## config.mk

```make
export PLATFORM = sky130hd
export DESIGN_NAME = gb_sweep_ctrl
export DESIGN_NICKNAME = d
export VERILOG_FILES = /design/src/rtl/gb_sweep_pkg.sv /design/src/rtl/gb_sweep_seq.sv /design/src/rtl/gb_fp_compare.sv /design/src/rtl/gb_drift_track.sv /design/src/rtl/gb_sweep_ctrl.sv
export SDC_FILE = /design/constraint.sdc
export NUM_CORES = 1
export LEC_CHECK = 0
export BUFFER_PORTS_ARGS = -buffer_cell sky130_fd_sc_hd__buf_4
export CELL_PAD_IN_SITES_DETAIL_PLACEMENT = 1
export CELL_PAD_IN_SITES_GLOBAL_PLACEMENT = 2
export CORE_MARGIN = 2
export CORE_UTILIZATION = 35
export CTS_CLUSTER_SIZE = 8
export DETAILED_ROUTE_END_ITERATION = 6
export PLACE_DENSITY_LB_ADDON = 0.1
export REMOVE_ABC_BUFFERS = 1
export SLEW_MARGIN = 20
export SYNTH_ARGS = -nofsm -noshare
export SYNTH_HDL_FRONTEND = slang
export SYNTH_SLANG_ARGS = --single-unit
export TNS_END_PERCENT = 20
```

## constraint.sdc

```tcl
create_clock -name clk -period 2.19 [get_ports clk]
set_clock_uncertainty 0.05 [all_clocks]
set_input_delay 0.657 -clock clk [delete_from_list [all_inputs] [get_ports clk]]
set_output_delay 0.657 -clock clk [all_outputs]
set_load 0.01 [all_outputs]
```

## src/rtl/gb_sweep_pkg.sv

```systemverilog
package gb_sweep_pkg;
  typedef enum logic [2:0] {
    ST_IDLE,
    ST_RUN,
    ST_WAIT_DONE,
    ST_COMPARE,
    ST_STEP,
    ST_FINISH
  } sweep_state_e;
endpackage

```

## src/rtl/gb_sweep_seq.sv

```systemverilog
module gb_sweep_seq
  import gb_sweep_pkg::*;
#(
  parameter int SET_W  = 10,
  parameter int P_MAX  = 955,
  parameter int P_MIN  = 900,
  parameter int P_STEP = 5
) (
  input  logic             clk,
  input  logic             rst_n,
  input  logic             start,
  input  logic             fp_valid,
  input  logic             fp_match,
  output logic             run_start,
  output logic             fp_ready,
  output logic             fp_load,
  output logic             ref_load,
  output logic [SET_W-1:0] cond_o,
  output logic             fin_o,
  output logic [SET_W-1:0] fin_thr_o
);
  localparam logic [SET_W-1:0] MAX_V  = SET_W'(P_MAX);
  localparam logic [SET_W-1:0] MIN_V  = SET_W'(P_MIN);
  localparam logic [SET_W-1:0] STEP_V = SET_W'(P_STEP);

  sweep_state_e     state_q;
  logic [SET_W-1:0] cond_q;
  logic [SET_W-1:0] thr_q;
  logic             first_q;

  always_ff @(posedge clk) begin
    if (!rst_n) begin
      state_q <= ST_IDLE;
      cond_q  <= MAX_V;
      thr_q   <= MAX_V;
      first_q <= 1'b1;
    end else begin
      unique case (state_q)
        ST_IDLE: if (start) begin
          state_q <= ST_RUN;
          cond_q  <= MAX_V;
          first_q <= 1'b1;
        end
        ST_RUN: state_q <= ST_WAIT_DONE;
        ST_WAIT_DONE: if (fp_valid) state_q <= ST_COMPARE;
        ST_COMPARE: begin
          first_q <= 1'b0;
          if (!first_q && !fp_match) begin
            thr_q   <= cond_q + STEP_V;
            state_q <= ST_FINISH;
          end else if (cond_q <= MIN_V) begin
            thr_q   <= cond_q;
            state_q <= ST_FINISH;
          end else begin
            state_q <= ST_STEP;
          end
        end
        ST_STEP: begin
          cond_q  <= cond_q - STEP_V;
          state_q <= ST_RUN;
        end
        ST_FINISH: state_q <= ST_IDLE;
        default: state_q <= ST_IDLE;
      endcase
    end
  end

  assign run_start = (state_q == ST_RUN);
  assign fp_ready  = (state_q == ST_WAIT_DONE);
  assign fp_load   = fp_ready && fp_valid;
  assign ref_load  = (state_q == ST_COMPARE) && first_q;
  assign cond_o    = cond_q;
  assign fin_o     = (state_q == ST_FINISH);
  assign fin_thr_o = thr_q;

  // a launch pulse never lasts two cycles
  p_run_pulse_r2: assert property (@(posedge clk) disable iff (!rst_n)
    run_start |=> !run_start);
  // a launched run is always followed by a wait for its result
  p_run_then_wait_r3: assert property (@(posedge clk) disable iff (!rst_n)
    run_start |=> fp_ready);
  // the setting only moves down by one step or back to the start
  p_step_size_r4: assert property (@(posedge clk) disable iff (!rst_n)
    (cond_q != $past(cond_q)) |-> (cond_q == $past(cond_q) - STEP_V || cond_q == MAX_V));
  // the setting stays inside the sweep window
  p_cond_window_r4: assert property (@(posedge clk) disable iff (!rst_n)
    (cond_q >= MIN_V) && (cond_q <= MAX_V));
  // start does not restart a period that is in flight
  p_start_ignored_r10: assert property (@(posedge clk) disable iff (!rst_n)
    (start && state_q != ST_IDLE && state_q != ST_STEP) |=> $stable(cond_q));
endmodule

```

## src/rtl/gb_fp_compare.sv

```systemverilog
module gb_fp_compare #(
  parameter int FP_W = 16
) (
  input  logic            clk,
  input  logic            rst_n,
  input  logic            fp_valid,
  input  logic            fp_ready,
  input  logic [FP_W-1:0] fp_data,
  input  logic            fp_load,
  input  logic            ref_load,
  output logic            fp_match
);
  logic [FP_W-1:0] run_fp_q;
  logic [FP_W-1:0] ref_fp_q;

  always_ff @(posedge clk) begin
    if (!rst_n) begin
      run_fp_q <= '0;
      ref_fp_q <= '0;
    end else begin
      if (fp_load)  run_fp_q <= fp_data;
      if (ref_load) ref_fp_q <= run_fp_q;
    end
  end

  assign fp_match = (run_fp_q == ref_fp_q);

  // source holds an offered fingerprint until it is taken
  p_fp_hold_r3: assert property (@(posedge clk) disable iff (!rst_n)
    (fp_valid && !fp_ready) |=> (fp_valid && $stable(fp_data)));
endmodule

```

## src/rtl/gb_drift_track.sv

```systemverilog
module gb_drift_track #(
  parameter int SET_W      = 10,
  parameter int P_MAX      = 955,
  parameter int DRIFT_RUNS = 2
) (
  input  logic             clk,
  input  logic             rst_n,
  input  logic             fin,
  input  logic [SET_W-1:0] fin_thr,
  output logic [SET_W-1:0] thr_o,
  output logic             done_o,
  output logic             wear_o
);
  localparam int CNT_W = $clog2(DRIFT_RUNS + 1);
  localparam logic [CNT_W-1:0] CNT_LIM = CNT_W'(DRIFT_RUNS);

  logic [SET_W-1:0] thr_q;
  logic [CNT_W-1:0] cnt_q;
  logic             have_prev_q;
  logic             done_q;
  logic             wear_q;
  logic             drift;

  assign drift = have_prev_q && (fin_thr > thr_q);

  always_ff @(posedge clk) begin
    if (!rst_n) begin
      thr_q       <= SET_W'(P_MAX);
      cnt_q       <= '0;
      have_prev_q <= 1'b0;
      done_q      <= 1'b0;
      wear_q      <= 1'b0;
    end else begin
      done_q <= fin;
      if (fin) begin
        thr_q       <= fin_thr;
        have_prev_q <= 1'b1;
        if (drift) begin
          if (cnt_q < CNT_LIM) cnt_q <= cnt_q + 1'b1;
          if (cnt_q + 1'b1 >= CNT_LIM) wear_q <= 1'b1;
        end else begin
          cnt_q <= '0;
        end
      end
    end
  end

  assign thr_o  = thr_q;
  assign done_o = done_q;
  assign wear_o = wear_q;

  // end-of-period pulse is one cycle wide
  p_done_pulse_r7: assert property (@(posedge clk) disable iff (!rst_n)
    done_q |=> !done_q);
  // the threshold changes only together with the done pulse
  p_thr_only_on_done_r7: assert property (@(posedge clk) disable iff (!rst_n)
    (thr_q != $past(thr_q)) |-> done_q);
  // wearout never clears without reset
  p_wear_sticky_r9: assert property (@(posedge clk) disable iff (!rst_n)
    wear_q |=> wear_q);
  // wearout can only rise at the end of a period
  p_wear_on_done_r8: assert property (@(posedge clk) disable iff (!rst_n)
    $rose(wear_q) |-> done_q);
endmodule

```

## src/rtl/gb_sweep_ctrl.sv

```systemverilog
module gb_sweep_ctrl #(
  parameter int FP_W       = 16,
  parameter int SET_W      = 10,
  parameter int P_MAX      = 955,
  parameter int P_MIN      = 900,
  parameter int P_STEP     = 5,
  parameter int DRIFT_RUNS = 2
) (
  input  logic             clk,
  input  logic             rst_n,
  input  logic             start,
  input  logic             fp_valid,
  output logic             fp_ready,
  input  logic [FP_W-1:0]  fp_data,
  output logic             run_start,
  output logic [SET_W-1:0] cond_period,
  output logic [SET_W-1:0] thr_period,
  output logic             sweep_done,
  output logic             wearout
);
  logic             fp_match;
  logic             fp_load;
  logic             ref_load;
  logic             fin;
  logic [SET_W-1:0] fin_thr;

  gb_sweep_seq #(
    .SET_W(SET_W), .P_MAX(P_MAX), .P_MIN(P_MIN), .P_STEP(P_STEP)
  ) u_seq (
    .clk(clk), .rst_n(rst_n), .start(start), .fp_valid(fp_valid),
    .fp_match(fp_match), .run_start(run_start), .fp_ready(fp_ready),
    .fp_load(fp_load), .ref_load(ref_load), .cond_o(cond_period),
    .fin_o(fin), .fin_thr_o(fin_thr)
  );

  gb_fp_compare #(.FP_W(FP_W)) u_cmp (
    .clk(clk), .rst_n(rst_n), .fp_valid(fp_valid), .fp_ready(fp_ready),
    .fp_data(fp_data), .fp_load(fp_load), .ref_load(ref_load),
    .fp_match(fp_match)
  );

  gb_drift_track #(
    .SET_W(SET_W), .P_MAX(P_MAX), .DRIFT_RUNS(DRIFT_RUNS)
  ) u_drift (
    .clk(clk), .rst_n(rst_n), .fin(fin), .fin_thr(fin_thr),
    .thr_o(thr_period), .done_o(sweep_done), .wear_o(wearout)
  );
endmodule

```

* Word-level counts from Yosys, hierarchy flattened
Cells that the tools add are included.
** Word-level totals
- Register bits after elaboration :: 71
- Bits of input ports :: 20
- Logic and storage cells :: 56
** Cells by class
- Add/sub/neg operators :: 3
- $lt $le $gt $ge :: 4
- Equality and inequality tests :: 9
- Muxes and demuxes :: 13
- Reduce and logical (&&, ||, !) cells :: 16
** Operators with widths (count)
- two-way mux 10 bit :: 3
- case mux 10 bit (2 select lines) :: 1
- equality test 16 bit :: 1
- case mux 3 bit (5 select lines) :: 1
- adder 10 x 3 -> 10 bit, second input constant :: 1
- > comparator 10 bit :: 1
- <= comparator 10 bit, second input constant :: 1
- AND reduction 2 bit :: 5
- subtractor 10 x 3 -> 10 bit, second input constant :: 1
- two-way mux 3 bit :: 3
- equality test 3 x 2 -> 1 bit, second input constant :: 2
- equality test 3 bit, second input constant :: 2
- != test 2 bit, second input constant :: 3
- nonzero test 2 bit :: 3
- logical AND 1 bit :: 4
- two-way mux 2 bit :: 2
- equality test 3 x 1 -> 1 bit, second input constant :: 1
- zero test 3 bit :: 1
- AND reduction 3 bit :: 1
- adder 2 x 1 -> 2 bit, second input constant :: 1
- greater-or-equal comparator 2 bit, second input constant :: 1
- zero test 1 bit :: 2
- < comparator 2 bit, second input constant :: 1
- two-way mux 1 bit :: 2
- case mux 1 bit (2 select lines) :: 1

* Longest topological paths before layout
- Word-level depth :: 5
- Gate-level depth with buffers :: 8
- Depth with buffers taken out :: 8

* Modules after synthesis
From an unflattened synthesis, not the netlist that was laid out.
** Unflattened totals
- Cell total of the unflattened synthesis :: 364
- Area, all modules :: 3539.6 µm²
** Modules (own cells, without submodules)
- gb_fp_compare :: times used 1, cells an instance 124, area each 1402.6 µm², sequential area each 640.6 µm²
- gb_sweep_seq :: times used 1, cells an instance 149, area each 1318.8 µm², sequential area each 480.5 µm²
- gb_drift_track :: times used 1, cells an instance 91, area each 818.3 µm², sequential area each 300.3 µm²

* Worst setup path after synthesis
OpenSTA, ideal clock, no wires.
- Kind :: reg2reg
- Start point :: reg u_seq.cond_q[0] (netlist: u_seq.cond_o[0])
- End point :: reg u_seq.thr_q[1] (netlist: u_seq.fin_thr_o[1])
- Setup time :: 0.134 ns
- Arrival time :: 1.838 ns
- Required time :: 2.006 ns
- Path slack :: 0.168 ns
- Cell stages (with the launch flop) :: 9
- Buffers on the path :: 1
- Period minus slack after synthesis :: 2.022 ns
- Cells stage by stage :: dfxtp_1 > clkbuf_1 > inv_1 > ha_1 > nor2b_1 > o211ai_4 > a22o_4 > nor3b_1 > a31oi_1
** Between the ends
- Word-level cells in the longest chain between the ends :: 3
- Elaborated cells between the ends (all ways) :: 5
** Ends and longest elaborated chain
- start, declared :: line gb_sweep_seq.sv:27 : logic [SET_W-1:0] cond_q;
- start signal, assigned :: line gb_sweep_seq.sv:59 : cond_q <= cond_q - STEP_V;
- <= comparator 10 bit :: line gb_sweep_seq.sv:51 : end else if (cond_q <= MIN_V) begin
- nonzero test 2 bit (no source line)
- AND reduction 2 bit (no source line)
- end signal, assigned :: line gb_sweep_seq.sv:49 : thr_q <= cond_q + STEP_V;
- end signal, assigned :: line gb_sweep_seq.sv:52 : thr_q <= cond_q;
- end, declared :: line gb_sweep_seq.sv:28 : logic [SET_W-1:0] thr_q;
Parallel ways exist; a longest one is shown, timed or not.
A chain may end at the register's enable or synchronous reset.

* Worst setup path after layout
- Start point :: reg u_seq.state_q[0]
- End point :: out run_start
** Between the ends
- Word-level cells in the longest chain between the ends :: 1
** Ends and longest elaborated chain
- start, declared :: line gb_sweep_seq.sv:26 : sweep_state_e state_q;
- start signal, assigned :: line gb_sweep_seq.sv:33 : state_q <= ST_IDLE;
- start signal, assigned :: line gb_sweep_seq.sv:40 : state_q <= ST_RUN;
- start signal, assigned :: line gb_sweep_seq.sv:44 : ST_RUN: state_q <= ST_WAIT_DONE;
- equality test 3 x 1 -> 1 bit :: line gb_sweep_seq.sv:68 : assign run_start = (state_q == ST_RUN);
- end, declared :: line gb_sweep_ctrl.sv:15 : output logic run_start,
Every way passes these cells.

==> flow_metrics.tcl <==
set metrics [dict create \
    status "finished, final reports clean" \
    slew_violations 0 \
    cp-startpoint "u_seq.state_q[0]" \
    area_delta_synth_final_pct 21.0 \
    grt_usage_pct 16.6 \
    drive_gt1_share_pct 20.7 \
    worstHoldPathCells 2 \
    n_antenna_cell 0 \
    yosysMostFrequentCell "nand2_1" \
    crit_fanout 8 \
    ir_worst_vdd_uv 297 \
    synth-seq-cells 71 \
    dpl.hpwl_um 6180 \
    netlist.area_leader.share_pct 40.6 \
    initial_core_util_pct 36.0 \
    netlist_top_cells_count "nand2_1 (100), dfxtp_1 (71), a21boi_0 (36)" \
    drt_pass1_iterations 4 \
    r2r-end "u_seq.fin_thr_o[7]" \
    cts_sinks 71 \
    post_cts_buffers 0 \
    wire_per_inst_um 14.3 \
    dieArea_um2 10800 \
    cp-start-kind "flip-flop" \
    synthSimpleGateAreaFrac_pct 23.8 \
    avgViaCountPerCell 4.91 \
    cts_max_level 3 \
    power.total_w 0.00283 \
    syn_inst 401 \
    critPathKind "flip-flop to output pin" \
    final_util_pct 43.5 \
    synth_compound_area_share_pct 19.7 \
    synth_top_family_by_area "simple AND/OR/NAND/NOR gates" \
    yosys-top-cells-area "dfxtp_1 (41%), nand2_1 (11%), a21boi_0 (7.7%)" \
    antenna_found_initial 0 \
    final-hold-violation-count 0 \
    layout_setup_ws_ns 0.123 \
    async_flop_share_pct 0 \
    place.gp.congestion 0.740 \
    port_buffers 43 \
    setup_viol 0 \
    powerDensity_nw_per_um2 668 \
    synth_edf_count 0 \
    hold_end "u_drift.wear_o" \
    die_h_um 104 \
    clk_latency_ns 0.36 \
    cts_buffers 9 \
    yosysSeqAreaShare_pct 40.6 \
    synth-adder-area-share_pct 4.29 \
    pre_cts_slack_ns 0.178 \
    drv_cap 0 \
    drc 0 \
    coreArea_um2 9730 \
    grt_pass1_vias 2983 \
    tns_ns 0 \
    avgSynthCellArea_um2 8.72 \
    p_leak_nw 1.79 \
    dp.cells 576 \
    routed_wl_um 8470 \
    ant_nets 0 \
    pin_count 44 \
    grt_max_degree 37 \
    maxSlewHeadroom_pct 68.5 \
    synthMuxAreaShare_pct 0.286 \
    ys_warn_count 0 \
    ys_types 45 \
    min_from "u_drift.wear_o" \
    die_w_um 104 \
    cp.arrival_ns 1.36 \
    grt_overflow 0 \
    fin_crit_ns 2.07 \
    r2r_start "u_cmp.run_fp_q[1]" \
    worst_pin_slew_ns 0.471 \
    rsz0062_at_grt "false" \
    fp-row-count 36 \
    yosysTopAreaCell "dfxtp_1" \
    path_clk_slew_ns 0.09 \
    grt_pass1_wl_um 14800 \
    endpoint_kind "output pin" \
    final_cells 592 \
    reg2reg_depth 6 \
    clk_path_buf_depth 2 \
    hold_class "flip-flop to flip-flop" \
    fin_nets 486 \
    synth-main-ff-cell "dfxtp_1" \
    cts-root-buf "clkbuf_8" \
    r2r_setup_slack_ns 0.20 \
    ctsResizeCount 0 \
    period_share_pct 94.4 \
    ctsHoldBuffers 0 \
    n_fill_cell 1187 \
    syn_area_um2 3500 \
    crit_required_ns 1.48 \
    synth-xor-area-share_pct 7.26 \
    cts_tree "built" \
    fmax_ghz 0.484 \
    vias 2908 \
    drtIter0Drc 81 \
]
==> final cells by class <==
| cell class | count | area (µm²) | share of cell area [%] |
|---|---|---|---|
| clock buffers | 9 | 124 | 2.93 |
| well taps | 133 | 166 | 3.93 |
| clock inverters | 7 | 55.1 | 1.30 |
| multi-input cells | 294 | 1930 | 45.7 |
| flip-flops and latches | 71 | 1420 | 33.6 |
| inverters | 18 | 67.6 | 1.60 |
| repair buffers | 60 | 463 | 10.9 |
==> kinds of logic after synthesis <==
| logic type | count (synthesis) |
|---|---|
| AO/OA/AOI/OAI | 92 |
| XOR/XNOR | 29 |
| adder cells (fa/ha/maj) | 12 |
| buffers and inverters | 36 |
| flip-flops | 71 |
| multiplexers | 1 |
| AND/OR/NAND/NOR | 160 |
==> metal layers <==
metal,up-vias,share of wire [%],GRT usage (%)
li1,1475,-,-
met1,1388,51,22.9
met2,36,44,26.6
met3,9,3.1,3.32
met4,0,1.1,4.63
met5,-,0,0
==> critical path, stage by stage (launching register included) <==
cell	delay [ns]
dfxtp_1	0.52
inv_1	0.17
nor3_1	0.17
buf_4	0.15
==> how the worst max path moves through the flow <==
| stage | depth (start not counted) | slack (ns) | end |
|---|---|---|---|
| floorplan | 7 | 0.29 | u_seq.fin_thr_o[1] |
| finish | 3 | 0.12 | run_start |
| global placement | 6 | 0.30 | u_seq.fin_thr_o[3] |
| detailed placement | 6 | 0.18 | u_seq.fin_thr_o[7] |
| global route | 3 | 0.002 | run_start |
| CTS | 3 | 0.12 | run_start |
==> state kept, by name (all words and copies together) (netlist names) <==
register,count
u_cmp.ref_fp_q,16
u_drift.thr_o,10
u_cmp.run_fp_q,16
u_drift.have_prev_q,1
u_seq.state_q,3
u_drift.done_o,1
u_seq.fin_thr_o,10
u_drift.cnt_q,2
u_seq.first_q,1
u_drift.wear_o,1
u_seq.cond_o,10
==> report_power, final <==
| part | total (W) | internal (W) | switching (W) |
|---|---|---|---|
| sequential | 0.00137 | 0.00133 | 0.0000489 |
| combinational | 0.000455 | 0.000198 | 0.000258 |
| clock | 0.000995 | 0.000423 | 0.000572 |
| total | 0.00283 | 0.00195 | 0.000879 |
==> layout by cell type (no fill, tap or decap), types with 3 or more instances in the layout <==
cell      Yosys  layout
a21boi_0     36      36
a21o_1        5       5
a21oi_1      11      11
a31oi_1       3       3
and2_1        5       5
buf_4         0      59
clkbuf_8      0       9
dfxtp_1      71      71
ha_1         12      12
inv_1        18      18
inv_6         0       3
nand2_1     100     100
nand3_1       3       3
nand3b_1      5       5
nand4_1       4       4
nor2_1        9       9
nor2b_1       4       4
nor3_1        8       8
nor3b_1       5       5
nor3b_2       3       3
nor4_4        4       4
o211ai_1     12      12
o21a_1        4       4
o21ai_0       7       7
o21ai_1       3       3
xnor2_1      11      11
xor2_1       18      18
==> through the flow <==
| step | hold WS [ns] | area [µm²] |
|---|---|---|
| after global placement | 0.390 | 4050 |
| final | 0.412 | 4230 |
| after CTS | 0.420 | 4230 |
| after detailed placement | 0.397 | 4050 |
| after floorplan | 0.391 | 3420 |
| after global routing | 0.450 | 4230 |
Note: power is estimated with default switching activity, not from simulation.
